<file path="src/rtl/fast_ret_pkg.sv">
package fast_ret_pkg;
  typedef enum logic [1:0] {
    FLT_NONE = 2'd0,
    FLT_UD   = 2'd1,
    FLT_GP   = 2'd2
  } fault_e;

  localparam logic [1:0] USER_PL = 2'd3;
endpackage

</file>
<file path="src/rtl/fast_ret_fault_chk.sv">
module fast_ret_fault_chk
  import fast_ret_pkg::*;
#(
  parameter int unsigned ADDR_W  = 64,
  parameter int unsigned VA_BITS = 48
) (
  input  logic              cs_long_i,
  input  logic              lm_active_i,
  input  logic              fastcall_en_i,
  input  logic [1:0]        cpl_i,
  input  logic [ADDR_W-1:0] ret_addr_i,
  output fault_e            fault_o
);
  logic canon;

  generate
    if (VA_BITS >= ADDR_W) begin : g_full_va
      assign canon = 1'b1;
    end else begin : g_sign_ext
      localparam int unsigned HI_W = ADDR_W - VA_BITS + 1;
      logic [HI_W-1:0] hi_bits;
      assign hi_bits = ret_addr_i[ADDR_W-1:VA_BITS-1];
      assign canon   = (&hi_bits) | ~(|hi_bits);
    end
  endgenerate

  // fixed priority: mode/enable, then privilege, then target address
  always_comb begin
    if (!(cs_long_i && lm_active_i && fastcall_en_i)) fault_o = FLT_UD;
    else if (cpl_i != 2'd0)                           fault_o = FLT_GP;
    else if (!canon)                                  fault_o = FLT_GP;
    else                                              fault_o = FLT_NONE;
  end
endmodule

</file>
<file path="src/rtl/fast_ret_target_gen.sv">
module fast_ret_target_gen
  import fast_ret_pkg::*;
#(
  parameter int unsigned ADDR_W   = 64,
  parameter int unsigned SEL_W    = 16,
  parameter int unsigned COMPAT_W = 32,
  parameter int unsigned CS64_OFS = 16,
  parameter int unsigned SS_OFS   = 8
) (
  input  logic              op64_i,
  input  logic [SEL_W-1:0]  sel_base_i,
  input  logic [ADDR_W-1:0] ret_addr_i,
  output logic [SEL_W-1:0]  cs_sel_o,
  output logic [SEL_W-1:0]  ss_sel_o,
  output logic [ADDR_W-1:0] ip_o
);
  localparam logic [SEL_W-1:0] CS_ADD = SEL_W'(CS64_OFS);
  localparam logic [SEL_W-1:0] SS_ADD = SEL_W'(SS_OFS);

  logic [SEL_W-1:0] cs_sum, ss_sum;

  assign cs_sum   = sel_base_i + (op64_i ? CS_ADD : '0);
  assign ss_sum   = sel_base_i + SS_ADD;
  assign cs_sel_o = {cs_sum[SEL_W-1:2], USER_PL};
  assign ss_sel_o = {ss_sum[SEL_W-1:2], USER_PL};
  assign ip_o     = op64_i ? ret_addr_i : ADDR_W'(ret_addr_i[COMPAT_W-1:0]);
endmodule

</file>
<file path="src/rtl/fast_ret_state_reg.sv">
module fast_ret_state_reg
  import fast_ret_pkg::*;
#(
  parameter int unsigned ADDR_W  = 64,
  parameter int unsigned SEL_W   = 16,
  parameter int unsigned FLAGS_W = 64
) (
  input  logic               clk_i,
  input  logic               rst_ni,
  input  logic               start_i,
  input  fault_e             fault_i,
  input  logic [FLAGS_W-1:0] flags_i,
  input  logic [SEL_W-1:0]   cs_sel_i,
  input  logic [SEL_W-1:0]   ss_sel_i,
  input  logic [ADDR_W-1:0]  ip_i,
  output logic               done_o,
  output fault_e             fault_o,
  output logic [FLAGS_W-1:0] flags_o,
  output logic [1:0]         cpl_o,
  output logic [SEL_W-1:0]   cs_sel_o,
  output logic [SEL_W-1:0]   ss_sel_o,
  output logic [ADDR_W-1:0]  ip_o
);
  logic commit;
  assign commit = start_i && (fault_i == FLT_NONE);

  always_ff @(posedge clk_i or negedge rst_ni) begin
    if (!rst_ni) begin
      done_o  <= 1'b0;
      fault_o <= FLT_NONE;
    end else begin
      done_o  <= start_i;
      if (start_i) fault_o <= fault_i;
    end
  end

  always_ff @(posedge clk_i or negedge rst_ni) begin
    if (!rst_ni) begin
      flags_o  <= '0;
      cpl_o    <= 2'd0;
      cs_sel_o <= '0;
      ss_sel_o <= '0;
      ip_o     <= '0;
    end else if (commit) begin
      flags_o  <= flags_i;
      cpl_o    <= USER_PL;
      cs_sel_o <= cs_sel_i;
      ss_sel_o <= ss_sel_i;
      ip_o     <= ip_i;
    end
  end

  a_r4_hold_on_fault: assert property (@(posedge clk_i) disable iff (!rst_ni)
    (start_i && fault_i != FLT_NONE) |=>
      ($stable(flags_o) && $stable(cpl_o) && $stable(cs_sel_o) &&
       $stable(ss_sel_o) && $stable(ip_o)));

  a_r10_done_follows: assert property (@(posedge clk_i) disable iff (!rst_ni)
    start_i |=> done_o);

  a_r10_no_spurious: assert property (@(posedge clk_i) disable iff (!rst_ni)
    !start_i |=> !done_o);

  a_r8_user_level: assert property (@(posedge clk_i) disable iff (!rst_ni)
    (done_o && fault_o == FLT_NONE) |-> (cpl_o == USER_PL));

  a_r7_sel_rpl: assert property (@(posedge clk_i) disable iff (!rst_ni)
    (done_o && fault_o == FLT_NONE) |-> (cs_sel_o[1:0] == USER_PL && ss_sel_o[1:0] == USER_PL));
endmodule

</file>
<file path="src/rtl/fast_ret_unit.sv">
module fast_ret_unit
  import fast_ret_pkg::*;
#(
  parameter int unsigned ADDR_W   = 64,
  parameter int unsigned VA_BITS  = 48,
  parameter int unsigned SEL_W    = 16,
  parameter int unsigned FLAGS_W  = 64,
  parameter int unsigned COMPAT_W = 32,
  parameter int unsigned CS64_OFS = 16,
  parameter int unsigned SS_OFS   = 8
) (
  input  logic               clk_i,
  input  logic               rst_ni,
  input  logic               start_i,
  input  logic               cs_long_i,
  input  logic               lm_active_i,
  input  logic               fastcall_en_i,
  input  logic [1:0]         cpl_i,
  input  logic [ADDR_W-1:0]  ret_addr_i,
  input  logic [FLAGS_W-1:0] saved_flags_i,
  input  logic               op64_i,
  input  logic [SEL_W-1:0]   sel_base_i,
  output logic               done_o,
  output logic [1:0]         fault_o,
  output logic [FLAGS_W-1:0] flags_o,
  output logic [1:0]         cpl_o,
  output logic [SEL_W-1:0]   cs_sel_o,
  output logic [SEL_W-1:0]   ss_sel_o,
  output logic [ADDR_W-1:0]  ip_o
);
  fault_e            fault_nxt, fault_q;
  logic [SEL_W-1:0]  cs_nxt, ss_nxt;
  logic [ADDR_W-1:0] ip_nxt;

  fast_ret_fault_chk #(.ADDR_W(ADDR_W), .VA_BITS(VA_BITS)) u_chk (
    .cs_long_i    (cs_long_i),
    .lm_active_i  (lm_active_i),
    .fastcall_en_i(fastcall_en_i),
    .cpl_i        (cpl_i),
    .ret_addr_i   (ret_addr_i),
    .fault_o      (fault_nxt)
  );

  fast_ret_target_gen #(
    .ADDR_W(ADDR_W), .SEL_W(SEL_W), .COMPAT_W(COMPAT_W),
    .CS64_OFS(CS64_OFS), .SS_OFS(SS_OFS)
  ) u_tgt (
    .op64_i    (op64_i),
    .sel_base_i(sel_base_i),
    .ret_addr_i(ret_addr_i),
    .cs_sel_o  (cs_nxt),
    .ss_sel_o  (ss_nxt),
    .ip_o      (ip_nxt)
  );

  fast_ret_state_reg #(.ADDR_W(ADDR_W), .SEL_W(SEL_W), .FLAGS_W(FLAGS_W)) u_st (
    .clk_i   (clk_i),
    .rst_ni  (rst_ni),
    .start_i (start_i),
    .fault_i (fault_nxt),
    .flags_i (saved_flags_i),
    .cs_sel_i(cs_nxt),
    .ss_sel_i(ss_nxt),
    .ip_i    (ip_nxt),
    .done_o  (done_o),
    .fault_o (fault_q),
    .flags_o (flags_o),
    .cpl_o   (cpl_o),
    .cs_sel_o(cs_sel_o),
    .ss_sel_o(ss_sel_o),
    .ip_o    (ip_o)
  );

  assign fault_o = fault_q;

  a_r1_ud_first: assert property (@(posedge clk_i) disable iff (!rst_ni)
    (start_i && !(cs_long_i && lm_active_i && fastcall_en_i)) |=> (fault_o == 2'd1));

  a_r2_priv_gp: assert property (@(posedge clk_i) disable iff (!rst_ni)
    (start_i && cs_long_i && lm_active_i && fastcall_en_i && cpl_i != 2'd0) |=> (fault_o == 2'd2));

  a_r8_flags_restored: assert property (@(posedge clk_i) disable iff (!rst_ni)
    (start_i && fault_nxt == FLT_NONE) |=> (flags_o == $past(saved_flags_i)));

  a_r6_compat_ip: assert property (@(posedge clk_i) disable iff (!rst_ni)
    (start_i && !op64_i && fault_nxt == FLT_NONE) |=> (ip_o[ADDR_W-1:COMPAT_W] == '0));
endmodule

</file>
<file path="config.mk">
export PLATFORM = sky130hd
export DESIGN_NAME = fast_ret_unit
export DESIGN_NICKNAME = d
export VERILOG_FILES = /design/src/rtl/fast_ret_pkg.sv /design/src/rtl/fast_ret_fault_chk.sv /design/src/rtl/fast_ret_target_gen.sv /design/src/rtl/fast_ret_state_reg.sv /design/src/rtl/fast_ret_unit.sv
export SDC_FILE = /design/constraint.sdc
export NUM_CORES = 1
export LEC_CHECK = 0
export BUFFER_PORTS_ARGS = -buffer_cell sky130_fd_sc_hd__buf_4
export CAP_MARGIN = 40
export CORE_AREA = 2 2 123 125
export CTS_CLUSTER_DIAMETER = 200
export DETAILED_ROUTE_END_ITERATION = 8
export DIE_AREA = 0 0 125 127
export PLACE_DENSITY = 0.81
export REMOVE_ABC_BUFFERS = 1
export SLEW_MARGIN = 20
export SYNTH_ARGS = -nofsm -noshare
export SYNTH_HDL_FRONTEND = slang
export SYNTH_SLANG_ARGS = --single-unit
</file>
<file path="constraint.sdc">
create_clock -name clk_i -period 0.9 [get_ports clk_i]
set_input_delay 0.045 -clock clk_i [delete_from_list [all_inputs] [get_ports clk_i]]
set_output_delay 0.045 -clock clk_i [all_outputs]
set_load 0.01 [all_outputs]
</file>
## Word level (Yosys, flattened, before mapping)

Index checks and enable logic that the tools add are counted.

- Muxes and demuxes: 5
- Reduce and logical (&&, ||, !) cells: 7
- Add/sub/neg operators: 2
- Bitwise operators: 2

Operators with widths:

| kind | count |
|---|---|
| 64-bit 2-to-1 mux | 1 |
| 17-bit AND reduction | 1 |
| 17-bit OR reduction | 1 |
| 16-bit adder | 1 |
| 16-bit by 4-bit adder with 16-bit output (second input constant) | 1 |
| 2-bit 2-to-1 mux | 3 |
| 5-bit 2-to-1 mux | 1 |
| 1-bit logical AND | 3 |
| 2-bit logical NOT | 1 |
| 2-bit nonzero test | 1 |
| 1-bit inverter | 1 |
| 1-bit bitwise OR | 1 |

- Flip-flop bits (word level): 164
- Output and inout bits: 165
- Input bits: 153
- Logic and storage cells: 23

## Longest topological paths before layout

Gate-level depths: netlist of run 1.

- Depth in word-level cells: 8
- Gate-level depth with buffers: 6
- Mapped depth without buffers: 6

## Modules after synthesis

Synthesis of run 1 repeated with hierarchy kept, for this count alone.

- Cells, all modules: 494
- Area, all modules: 7569.8 sq um

By module, submodules not included:

| module | cells an instance | area an instance (sq um) | seq. area each (sq um) | times used |
|---|---|---|---|---|
| fast_ret_state_reg | 347 | 6552.5 | 4103.9 | 1 |
| fast_ret_target_gen | 130 | 923.4 | 0.0 | 1 |
| fast_ret_fault_chk | 17 | 93.8 | 0.0 | 1 |

## Worst setup path after synthesis of run 1

OpenSTA, ideal clock, no wires.

- Kind: in2reg
- From: input port ret_addr_i[62]
- To: register u_st.cs_sel_o[10]
- Data arrival time: 1666 ps
- Stages on the path: 6
- Data required time: 773 ps
- Path buffers: 2
- Path slack: -894 ps
- Setup time: 127 ps
- Path through: nand4_1 or4_1 o32ai_2 buf_4 buf_6 mux2_1

- Longest elaborated chain between the ends: 8
- Elaborated cells on any way between the ends: 9
- Classes of those cells: 3 x mux; 2 x bitwise; 4 x reduce/logical

Ends and longest elaborated chain:

| item | RTL line | RTL |
|---|---|---|
| from (decl) | fast_ret_unit.sv:19 | `input logic [ADDR_W-1:0] ret_addr_i,` |
| 17-bit OR reduction | fast_ret_fault_chk.sv:23 | `assign canon = (&hi_bits) \| ~(\|hi_bits);` |
| 1-bit inverter | fast_ret_fault_chk.sv:23 |  |
| 1-bit bitwise OR (*) | fast_ret_fault_chk.sv:23 |  |
| 2-bit 2-to-1 mux (*) | fast_ret_fault_chk.sv:31 | `else if (!canon) fault_o = FLT_GP;` |
| 2-bit 2-to-1 mux (*) | fast_ret_fault_chk.sv:30 | `else if (cpl_i != 2'd0) fault_o = FLT_GP;` |
| 2-bit 2-to-1 mux (*) | fast_ret_fault_chk.sv:29 | `if (!(cs_long_i && lm_active_i && fastcall_en_i)) fault_o = FLT_UD;` |
| 2-bit logical NOT (*) | fast_ret_state_reg.sv:25 | `assign commit = start_i && (fault_i == FLT_NONE);` |
| 1-bit logical AND (*) | fast_ret_state_reg.sv:25 |  |
| to (signal assigned) | fast_ret_state_reg.sv:47 | `cs_sel_o <= cs_sel_i;` |
| to (decl) | fast_ret_state_reg.sv:20 | `output logic [SEL_W-1:0] cs_sel_o,` |

Every way passes the cells marked *; elsewhere a longest branch is shown, timed or not.
A chain may end at the register's enable or synchronous reset.

## Worst setup path in the final report of run 1

- From: input port ret_addr_i[58]
- To: register u_st.ip_o[11]

- Longest elaborated chain between the ends: 8
- Elaborated cells on any way between the ends: 9
- Classes of those cells: 3 x mux; 2 x bitwise; 4 x reduce/logical

Ends and longest elaborated chain:

| item | RTL line | RTL |
|---|---|---|
| 17-bit OR reduction | fast_ret_fault_chk.sv:23 |  |
| 1-bit inverter | fast_ret_fault_chk.sv:23 |  |
| 1-bit bitwise OR (*) | fast_ret_fault_chk.sv:23 |  |
| 2-bit 2-to-1 mux (*) | fast_ret_fault_chk.sv:31 |  |
| 2-bit 2-to-1 mux (*) | fast_ret_fault_chk.sv:30 |  |
| 2-bit 2-to-1 mux (*) | fast_ret_fault_chk.sv:29 |  |
| 2-bit logical NOT (*) | fast_ret_state_reg.sv:25 |  |
| 1-bit logical AND (*) | fast_ret_state_reg.sv:25 |  |
| to (signal assigned) | fast_ret_state_reg.sv:49 | `ip_o <= ip_i;` |
| to (decl) | fast_ret_state_reg.sv:22 | `output logic [ADDR_W-1:0] ip_o` |

Marks and branches as above.

==> metrics, run 1 <==
drt initial violations approximately 600; share of cells above drive strength 1 0.5661; Area Overhead vs Synth 100.8%; Worst Skew 0 ns; Final setup violation count around 320; FF-to-FF setup slack -0.12 ns; startpoint types input pin; register bit total from synthesis about 160; failing checks negative setup slack; Pins Over Slew Limit 0; Fillers between 400 and 500; Mapped Area about 6600 µm²; EDFF count, synth 0; Vias 6701; max_cap viols 0; CP endpoint kind register; Seq pwr share 0.431; Clock power frac 0.470; IO Pins about 320; R2R Path End u_st.flags_o[60]; pin count of the biggest net entering global routing 35; post-synthesis area per instance approximately 14 µm²; drt pass-1 iters 5; WL/cell roughly 26 µm; Post-synth top cells dfrtp_1 (159), mux2_1 (106), inv_1 (34), mux2i_1 (34), nand2_1 (21); root buffer cell clkbuf_16; Async S/R FF share, synth 1.000; die width around 130 µm; unrepaired setup endpoints after global routing true; clk_lat worst skew 0.42 ns; Num Clock Sinks between 150 and 200; row count 44; VDD IR max around 0.0019 V; clock buffer depth 2; Crit Path Category in -> reg; Core ar. roughly 14000 µm²; worst r2r src u_st.flags_o[60]; gr ovfl total 0; area of the multi-input gates between 2000 and 3000 µm²; GRT Total Usage 0.3144; vias per inst approximately 5.5; synth top area cells dfrtp_1 (60%), mux2_1 (18%), mux2i_1 (5.1%), mux2_2 (2.7%), inv_1 (1.9%); final hold vios 0; register area 3980 µm²; Worst EP required between 1 and 1.5 ns; register area share after synthesis 0.6011; logic gate share of total power 0.099; Pleak 6.728 nW; Yosys top cell by area dfrtp_1; gp weighted congestion approximately 0.85; hold depth 3; WHS Endpoint u_st.cs_sel_o[4]; Synth Flop Type dfrtp_1; vias in the first global route ~7000; DRT Wirelength about 32000 µm; Max FO, Critical Path 11; Final Cycle Share 1.963; Final WS setup -0.8664 ns; worst min path class in -> reg; first-pass GRT wire length approximately 38000 µm; CTS H-Tree Depth 4; Sw Pwr ~0.0038 W; post-synth top area share 0.6011; Int Power 0.01286 W; Slew HR 0.6778; worst setup path startpoint ret_addr_i[58]; most frequent cell after synthesis dfrtp_1; sw frac 0.2264; status finished with violations; DP Area approximately 9500 µm²; actual slew at the worst max-slew pin ~0.48 ns; CTS clock-pin slew for the worst setup and hold paths around 0.06 ns; post-synth cell types 26; Worst Hold Launch op64_i; number of port buffers roughly 320; initial antenna violation count 2; Initial Util 0.4589; power density over the cells 1250 nW/µm²; cell area after layout 13290 µm²; Tot Pwr 0.01662 W; Routed Antenna Nets 0; f_max about 570 MHz; CP Data Arrival Time 2.06 ns; fin crit period 1.766 ns; fin nets between 1000 and 1500; die area around 16000 µm²; Fin Setup TNS -141.92 ns; Synth Warn # 0; worst reg2reg path depth 2; number of remaining DRC errors 0; post-DP HPWL between 10000 and 15000 µm; Num CTS Buffers 17; chip height 127 µm; Mapped Cells 466; TritonCTS clock tree yes
## routing by layer
| layer | vias up | wire length, µm | global-route usage |
|---|---|---|---|
| li1 | 2708 | - | - |
| met1 | 3330 | 10730 | 0.3206 |
| met2 | 497 | 17050 | 0.5927 |
| met3 | 166 | 2251 | 0.07580 |
| met4 | 0 | 2190 | 0.1693 |
| met5 | - | 0 | 0 |
## worst max-delay path: stages
cell and delay [ns]:
buf_4 0.13, nor4_1 0.47, nand4_1 0.33, o32ai_4 0.24
buf_12 0.17, buf_12 0.14, clkbuf_16 0.17, mux2_1 0.35
## cell type report
type	count	area share
diodes	2	0.0003765
flip-flops and latches	159	0.2994
clock buffers	23	0.03445
repair buffers	568	0.4220
inverters	34	0.009601
well taps	184	0.01732
multi-input cells	244	0.2049
clock inverters	9	0.01195
## kinds of logic (layout without fill, tap and decap cells)
| group | count (synthesis) | in the layout | synth area share |
|---|---|---|---|
| AOI/OAI and AO/OA | 4 | 4 | 0.005104 |
| DFF | 159 | 159 | 0.6011 |
| muxes | 156 | 156 | 0.2590 |
| and+or+nand+nor | 60 | 60 | 0.04669 |
| other | 0 | 2 | 0 |
| adders and majority gates | 3 | 3 | 0.005672 |
| buffers and inverters | 63 | 634 | 0.05463 |
| xor gates and xnor gates | 21 | 21 | 0.02779 |
## worst max path at each step
stage | end | slack [ns] | depth (start not counted)
after detailed placement | u_st.flags_o[37] | -1.18 | 7
after global routing | u_st.ip_o[11] | -0.91 | 8
after global placement | u_st.ip_o[8] | -1.11 | 7
final | u_st.ip_o[11] | -0.87 | 8
after CTS | u_st.flags_o[37] | -0.60 | 7
after floorplan | u_st.cs_sel_o[15] | -7.60 | 4
## cell usage in the layout, fill, tap and decap left out, types with 2 or more instances in the layout
cell type	instances
and4_1	4
buf_12	15
buf_4	242
buf_6	183
buf_8	3
bufinv_16	4
clkbuf_1	5
clkbuf_16	26
clkinv_4	3
dfrtp_1	158
diode_2	2
dlygate4sd3_1	116
ha_1	3
inv_1	34
mux2_1	25
mux2_4	97
mux2i_1	29
mux2i_2	2
mux2i_4	3
nand2_1	21
nand3_1	8
nand4_1	10
nor2_1	5
nor3_1	3
nor4_1	3
xnor2_1	12
xor2_1	9
## flip-flops by register name, summed over array words and instances, names as in the netlist
name / count
u_st.flags_o: 64
u_st.ip_o: 64
u_st.ss_sel_o: 15
u_st.cs_sel_o: 13
u_st.fault_o: 2
u_st.done_o: 1
## power groups by stage
stage               Clock, W  Sequential (W)  Combinational, W
floorplan                  0         0.00730          0.000121
global placement           0         0.00729          0.000985
detailed placement         0         0.00729           0.00102
CTS                  0.00765         0.00716           0.00145
global route         0.00817         0.00716           0.00172
finish               0.00781         0.00716           0.00165
## metrics by stage
stage | util | worst slack (ns) | hold WS (ns) | cells
2_1_floorplan | - | -7.596 | -0.2506 | 437
5_1_grt | 0.9216 | -0.9079 | 0.008948 | 1223
6_report | 0.9216 | -0.8664 | 0.002953 | 1223
4_1_cts | 0.8520 | -0.6035 | -0.02181 | 1166
3_5_place_dp | 0.6585 | -1.178 | -0.04864 | 983
3_3_place_gp | 0.6585 | -1.107 | -0.04933 | 983
## what timing repair did
item                                   CTS  global route
gates cloned                             0             9
hold buffers                           116             0
endpoints found under the hold margin  279             0
setup buffers                           35            47
gates resized for setup                200           109
setup endpoints to repair              321           322
pin swaps                                1             2
(Power assumes the default switching activity.)
==> run 2: changes to the inputs <==
CORE_AREA = 2 2 118 143   (was 2 2 123 125)
DIE_AREA = 0 0 120 145   (was 0 0 125 127)
REMOVE_ABC_BUFFERS = not set   (was 1)
SYNTH_HIERARCHICAL = 1   (was not set)
==> run 2 against run 1 <==
Compared with the run above:
- the flow finishes with violations (negative hold slack, negative setup slack)
- sequential power is 48% higher
- clock skew is the same
- first-iteration DRC count shrank 18%
- cell area is 3.0% higher
- sequential cell count grew 5
- register-to-register slack worse by 0.05 ns
- final cell count increased by 4.4%
- hold slack worse by 0.0039 ns
- count of clock-buffer cells in the layout fell by 5
- global-route usage grew 2.4 points
- setup slack gained 0.0024 ns
- critical path type unchanged
- largest cell class unchanged
- largest power group is now combinational cells
==> metrics, run 2 <==
status finished with violations; failing checks negative hold slack, negative setup slack; worst reg2reg path depth 2 (unchanged); Num Clock Sinks 164 (+3.1%); Min Hold Slack -0.0009135 ns (-0.003867 ns); Post-Layout Cell Count 1277 (+4.4%); Final setup violation count 327 (+1.2%); most frequent cells in the layout buf_4 (279), buf_6 (179), dfrtp_1 (163); chip height 145 µm (+14%); Pleak 6.683 nW (-0.67%); unrepaired setup endpoints after global routing true; worst r2r src u_st/flags_o[45]; Initial Util 0.4726 (+0.01374); EDFF count, synth 0 (unchanged); Mapped Area 7570 µm² (+14%); gr ovfl total 0 (unchanged); post-synthesis area per instance 15.32 µm² (+7.9%); drt pass-1 iters 4 (-1); post-synth top area share 0.5421 (-0.05899); power density over the cells 2136 nW/µm² (+71%); Num CTS Buffers 17 (unchanged); FF-to-FF setup slack -0.17 ns (-0.05 ns); vias in the first global route 7486 (+8.8%); VDD IR max 0.001689 V (-11%); worst min path class in -> reg; DRT Wirelength 31340 µm (-2.7%); fin crit period 1.764 ns (-0.002382 ns); commonest non-fill, non-tap cell in the layout buf_4; Worst EP required 1.22 ns (+0.03 ns); Mapped Cells 494 (+6.0%); post-synth cell types 28 (+7.7%); CP Data Arrival Time 2.08 ns (+0.02 ns); dpl cells 1014 (+3.2%); Synth Flop Type dfrtp_1; TritonCTS clock tree yes; Worst Skew 0 ns (unchanged); IO Pins 318 (unchanged); first-pass GRT wire length 44240 µm (+16%); cell area after layout 13690 µm² (+3.0%); final hold vios 1 (+1); root buffer cell clkbuf_16; CP endpoint kind register; gp weighted congestion 0.8509 (+0.47%); Synth Warn # 6 (+6); R2R Path End u_st/flags_o[45]; CTS clock-pin slew for the worst setup and hold paths 0.07 ns (about the same); startpoint types input pin; most frequent cell after synthesis dfrtp_1; pin count of the biggest net entering global routing 57 (+63%); initial antenna violation count 0 (-2); die area 17400 µm² (+9.6%); die width 120 µm (-4.0%); Area Overhead vs Synth 80.83%; Tot Pwr 0.02924 W (+76%); register area share after synthesis 0.5421 (-0.05899); Largest regs u_st/flags_o: 64 flops, u_st/ip_o: 64 flops; DP Area 10130 µm² (+6.7%); share of cells above drive strength 1 0.6394 (+0.07338); Async S/R FF share, synth 1.000 (unchanged); Crit Path Category in -> reg; Yosys top cell by area dfrtp_1; worst setup path endpoint u_st/cs_sel_o[14]; post-DP HPWL 14490 µm (+6.9%); CTS H-Tree Depth 4 (unchanged); Pins Over Slew Limit 0 (unchanged); Post-synth top cells dfrtp_1 (164), mux2_4 (89), mux2_2 (73); max_cap viols 0 (unchanged); hold depth 3 (unchanged); Routed Antenna Nets 0 (unchanged); WL/cell 24.54 µm (-6.9%); Final Cycle Share 1.960 (-0.002647); GRT Total Usage 0.3385 (+0.02414); number of port buffers 315 (unchanged); clock buffer depth 2 (unchanged); drt initial violations 487 (-18%); Fin Setup TNS -145.79 ns (-3.862 ns); clk_lat worst skew 0.43 ns (about the same); f_max 566.9 MHz (+0.14%); Final WS setup -0.8641 ns (+0.002382 ns); row count 51 (+16%); synth top area cells dfrtp_1 (54%), mux2_4 (18%), mux2_2 (11%), buf_4 (4.7%), and2_1 (2.6%); fin nets 1209 (+2.5%); register bit total from synthesis 164 (+3.1%); number of remaining DRC errors 0 (unchanged); diodes inserted 0 (-2); Max FO, Critical Path 7 (-4); vias per inst 5.192 (-5.2%); worst setup path startpoint ret_addr_i[50]; Core ar. 16020 µm² (+11%); Vias 6630 (-1.1%)
-- run 2: logic make-up after synthesis --
group	Yosys count	synth area share
xor gates and xnor gates	21	0.02430
adders and majority gates	4	0.006612
buffers and inverters	63	0.07719
DFF	164	0.5421
muxes	162	0.2851
other	1	0.0004954
and+or+nand+nor	79	0.06413
-- run 2: cell type report --
type / instances / area [µm²]
multi-input combinational: 270 / 3028
timing repair buffer: 598 / 5679
inverter: 1 / 3.754
clock inverter: 14 / 167.7
sequential: 164 / 4105
fill: 680 / 2328
tap: 212 / 265.3
clock buffer: 18 / 439.2
-- run 2: repair_timing --
| action | 4_1_cts | 5_1_grt |
|---|---|---|
| gates cloned | 2 | 1 |
| hold buffers | 124 | 0 |
| pin swaps | 1 | 0 |
| endpoints found under the setup margin | 327 | 327 |
| resized for setup | 220 | 2 |
| buffers inserted | 68 | 36 |
| endpoints found under the hold margin | 291 | 0 |
-- run 2: stage by stage --
step / setup WS [ns] / hold WS (ns) / util
floorplan: -0.9609 / -0.2506 / -
global placement: -1.262 / -0.09454 / 0.6325
detailed placement: -1.250 / -0.09342 / 0.6325
CTS: -0.7664 / -0.01619 / 0.8356
global route: -0.8749 / 0.006301 / 0.8546
finish: -0.8641 / -0.0009135 / 0.8546
-- run 2: worst max-delay path: stages --
cell	delay [ns]
buf_6	0.08
nand4_1	0.09
or4_4	0.52
nor4_4	0.18
nor3_2	0.10
nor3b_4	0.23
buf_6	0.21
buf_4	0.15
buf_8	0.15
mux2_4	0.32
-- run 2: metal layers --
| metal | part of all wire | global-route usage |
|---|---|---|
| met5 | 0 | 0 |
| met4 | 0.068 | 0.2018 |
| met3 | 0.066 | 0.09080 |
| met2 | 0.54 | 0.6176 |
| met1 | 0.33 | 0.3369 |
-- run 2: how the worst min path moves through the flow --
stage                              from  slack (ns)          endpoint
after global placement           rst_ni       -0.09  u_st/flags_o[57]
after CTS                 sel_base_i[3]       -0.02  u_st/ss_sel_o[4]
after floorplan                  rst_ni       -0.25     u_st/cpl_o[0]
after detailed placement         rst_ni       -0.09  u_st/flags_o[57]
final                     sel_base_i[3]     -0.0009  u_st/ss_sel_o[4]
after global routing      sel_base_i[3]       0.006  u_st/ss_sel_o[4]
-- run 2: power breakdown --
part           internal (W)  total (W)  switching [W]
Combinational       0.00712     0.0109        0.00377
Clock               0.00426    0.00775        0.00349
Sequential          0.00902     0.0106        0.00158
==> run 3: changes to the inputs <==
SKIP_LAST_GASP = 1   (was not set)
TNS_END_PERCENT = 100   (was not set)
==> run 3 against run 2 <==
Compared with the run above:
- the flow still finishes with violations (negative hold slack, negative setup slack)
- non-clock buffer count fell by 4
- largest power group unchanged
- sequential cell count did not move
- first-iteration DRC count fell by 22%
- utilization fell by 0.48 points
- clock power barely moved
- hold slack improved by 0.00071 ns
- clock skew did not move
- global-route usage fell by 0.47 points
- sequential share of layout area rose by 0.16 points
- register-to-register slack improved by 0.07 ns
- power fell by 0.45%
==> metrics, run 3 (synthesis results as in run 2) <==
CP endpoint kind register; delay of the slowest critical-path stage 0.52 ns (about the same); Worst Skew 0 ns (unchanged); Min Hold Slack -0.0002038 ns (+0.0007097 ns); Core ar. 16020 µm² (unchanged); failing checks negative hold slack, negative setup slack; chip height 145 µm (unchanged); CP Data Arrival Time 2.05 ns (-0.03 ns); gp weighted congestion 0.8509 (unchanged); Top Family by Delay on Critical Path simple AND/OR/NAND/NOR gates; die area 17400 µm² (unchanged); GRT Total Usage 0.3338 (-0.004662); Bufs and invs on worst path 4 (unchanged); slowest cell on the critical path or4_4; Crit Path Category in -> reg; drt initial violations 382 (-22%); worst min path class in -> reg; DP Area 10130 µm² (unchanged); VDD IR max 0.001681 V (-0.48%); number of port buffers 315 (unchanged); FF-to-FF setup slack -0.10 ns (+0.07 ns); root buffer cell clkbuf_16; power density over the cells 2139 nW/µm² (+0.11%); CTS clock-pin slew for the worst setup and hold paths 0.08 ns (about the same); first-pass GRT wire length 43930 µm (-0.68%); Worst EP required 1.21 ns (about the same); critical path depth 10 (unchanged); IO Pins 318 (unchanged); max_cap viols 0 (unchanged); row count 51 (unchanged); drt pass-1 iters 5 (+1); Final setup violation count 327 (unchanged); die width 120 µm (unchanged); Max FO, Critical Path 12 (+5); Routed Antenna Nets 0 (unchanged); Area Overhead vs Synth 79.82%; status finished with violations; Fillers 688 (+1.2%); area of the multi-input gates 2994 µm² (-1.1%); Pins Over Slew Limit 0 (unchanged); Largest regs u_st/flags_o: 64 flops, u_st/ip_o: 64 flops; clock buffer depth 2 (unchanged); startpoint types input pin; final hold vios 1 (unchanged); worst reg2reg path depth 2 (unchanged); Final WS setup -0.8357 ns (+0.02834 ns); DRT Wirelength 30370 µm (-3.1%); gr ovfl total 0 (unchanged); clk_lat worst skew 0.43 ns (about the same); Num CTS Buffers 17 (unchanged); CP cell instances buf_6, nand4_1, or4_4, nor4_4, nor3_2, nor3b_4, buf_6, buf_12, buf_16, mux2_4; Final Cycle Share 1.929 (-0.03149); Pleak 6.631 nW (-0.78%); unrepaired setup endpoints after global routing true; f_max 576.1 MHz (+1.6%); share of cells above drive strength 1 0.6362 (-0.003244); Initial Util 0.4726 (unchanged); fin nets 1205 (-0.33%); fin crit period 1.736 ns (-0.02834 ns); initial antenna violation count 0 (unchanged); WL/cell 23.86 µm (-2.8%); Vias 6604 (-0.39%); cell area after layout 13610 µm² (-0.56%); DP Worst Slack -1.250 ns (unchanged); post-DP HPWL 14490 µm (unchanged); register area 4104 µm² (about the same); Num Clock Sinks 164 (unchanged); TritonCTS clock tree yes; number of remaining DRC errors 0 (unchanged); vias in the first global route 7446 (-0.53%); commonest non-fill, non-tap cell in the layout buf_4; pin count of the biggest net entering global routing 57 (unchanged); hold depth 3 (unchanged); CTS H-Tree Depth 4 (unchanged); vias per inst 5.188 (about the same); Top cell by count, worst path buf_6; most frequent cells in the layout buf_4 (274), buf_6 (180), dfrtp_1 (164); diodes inserted 0 (unchanged)
-- run 3: layout make-up --
class,count,share of cell area
timing repair buffer,594,0.4142
clock buffer,18,0.03226
tap,212,0.01949
multi-input combinational,270,0.2200
sequential,164,0.3015
clock inverter,14,0.01232
inverter,1,0.0002758
-- run 3: path summary, 6_finish.rpt --
path	to	from
max	u_st/flags_o[23]	ret_addr_i[50]
min	u_st/ss_sel_o[4]	sel_base_i[3]
max reg2reg	u_st/flags_o[45]	u_st/flags_o[45]
min reg2reg	u_st/ip_o[55]	u_st/ip_o[55]
max in group asynchronous	u_st/flags_o[18]	rst_ni
min in group asynchronous	u_st/flags_o[57]	rst_ni
-- run 3: per-stage QoR --
stage / std cells / utilization / power, W / TNS [ns]
floorplan: 497 / - / 0.01316 / -146.25
global route: 1273 / 0.8499 / 0.02996 / -152.57
finish: 1273 / 0.8499 / 0.02911 / -142.48
global placement: 1014 / 0.6325 / 0.01695 / -196.54
CTS: 1241 / 0.8342 / 0.02757 / -133.29
detailed placement: 1014 / 0.6325 / 0.01719 / -193.19
-- run 3: timing repair --
| item | CTS | global route |
|---|---|---|
| setup buffers | 68 | 32 |
| gates cloned | 2 | 0 |
| hold buffers | 125 | 0 |
| setup endpoints to repair | 327 | 327 |
| hold endpoints to repair | 292 | 0 |
| pin swaps | 1 | 0 |
| resized for setup | 211 | 2 |
-- run 3: worst min-delay path, cell delays in order --
cell,delay (ns)
buf_4,0.09
ha_1,0.13
mux2_4,0.13
-- run 3: layer usage --
metal  vias to the layer above  track usage  routed length (µm)  part of all wire
met1                      3321       0.3424               10290              0.34
met5                         -            0                   0                 0
met3                       129      0.08019                1777             0.059
met4                         0       0.1847                1865             0.061
met2                       380       0.6116               16440              0.54
li1                       2774            -                   -                 -
-- run 3: power by group --
group / internal [W] / switching (W) / leakage [nW]
logic: 0.00703 / 0.00372 / 4.34
clock network: 0.00426 / 0.00350 / 0.292
registers: 0.00902 / 0.00157 / 2.00
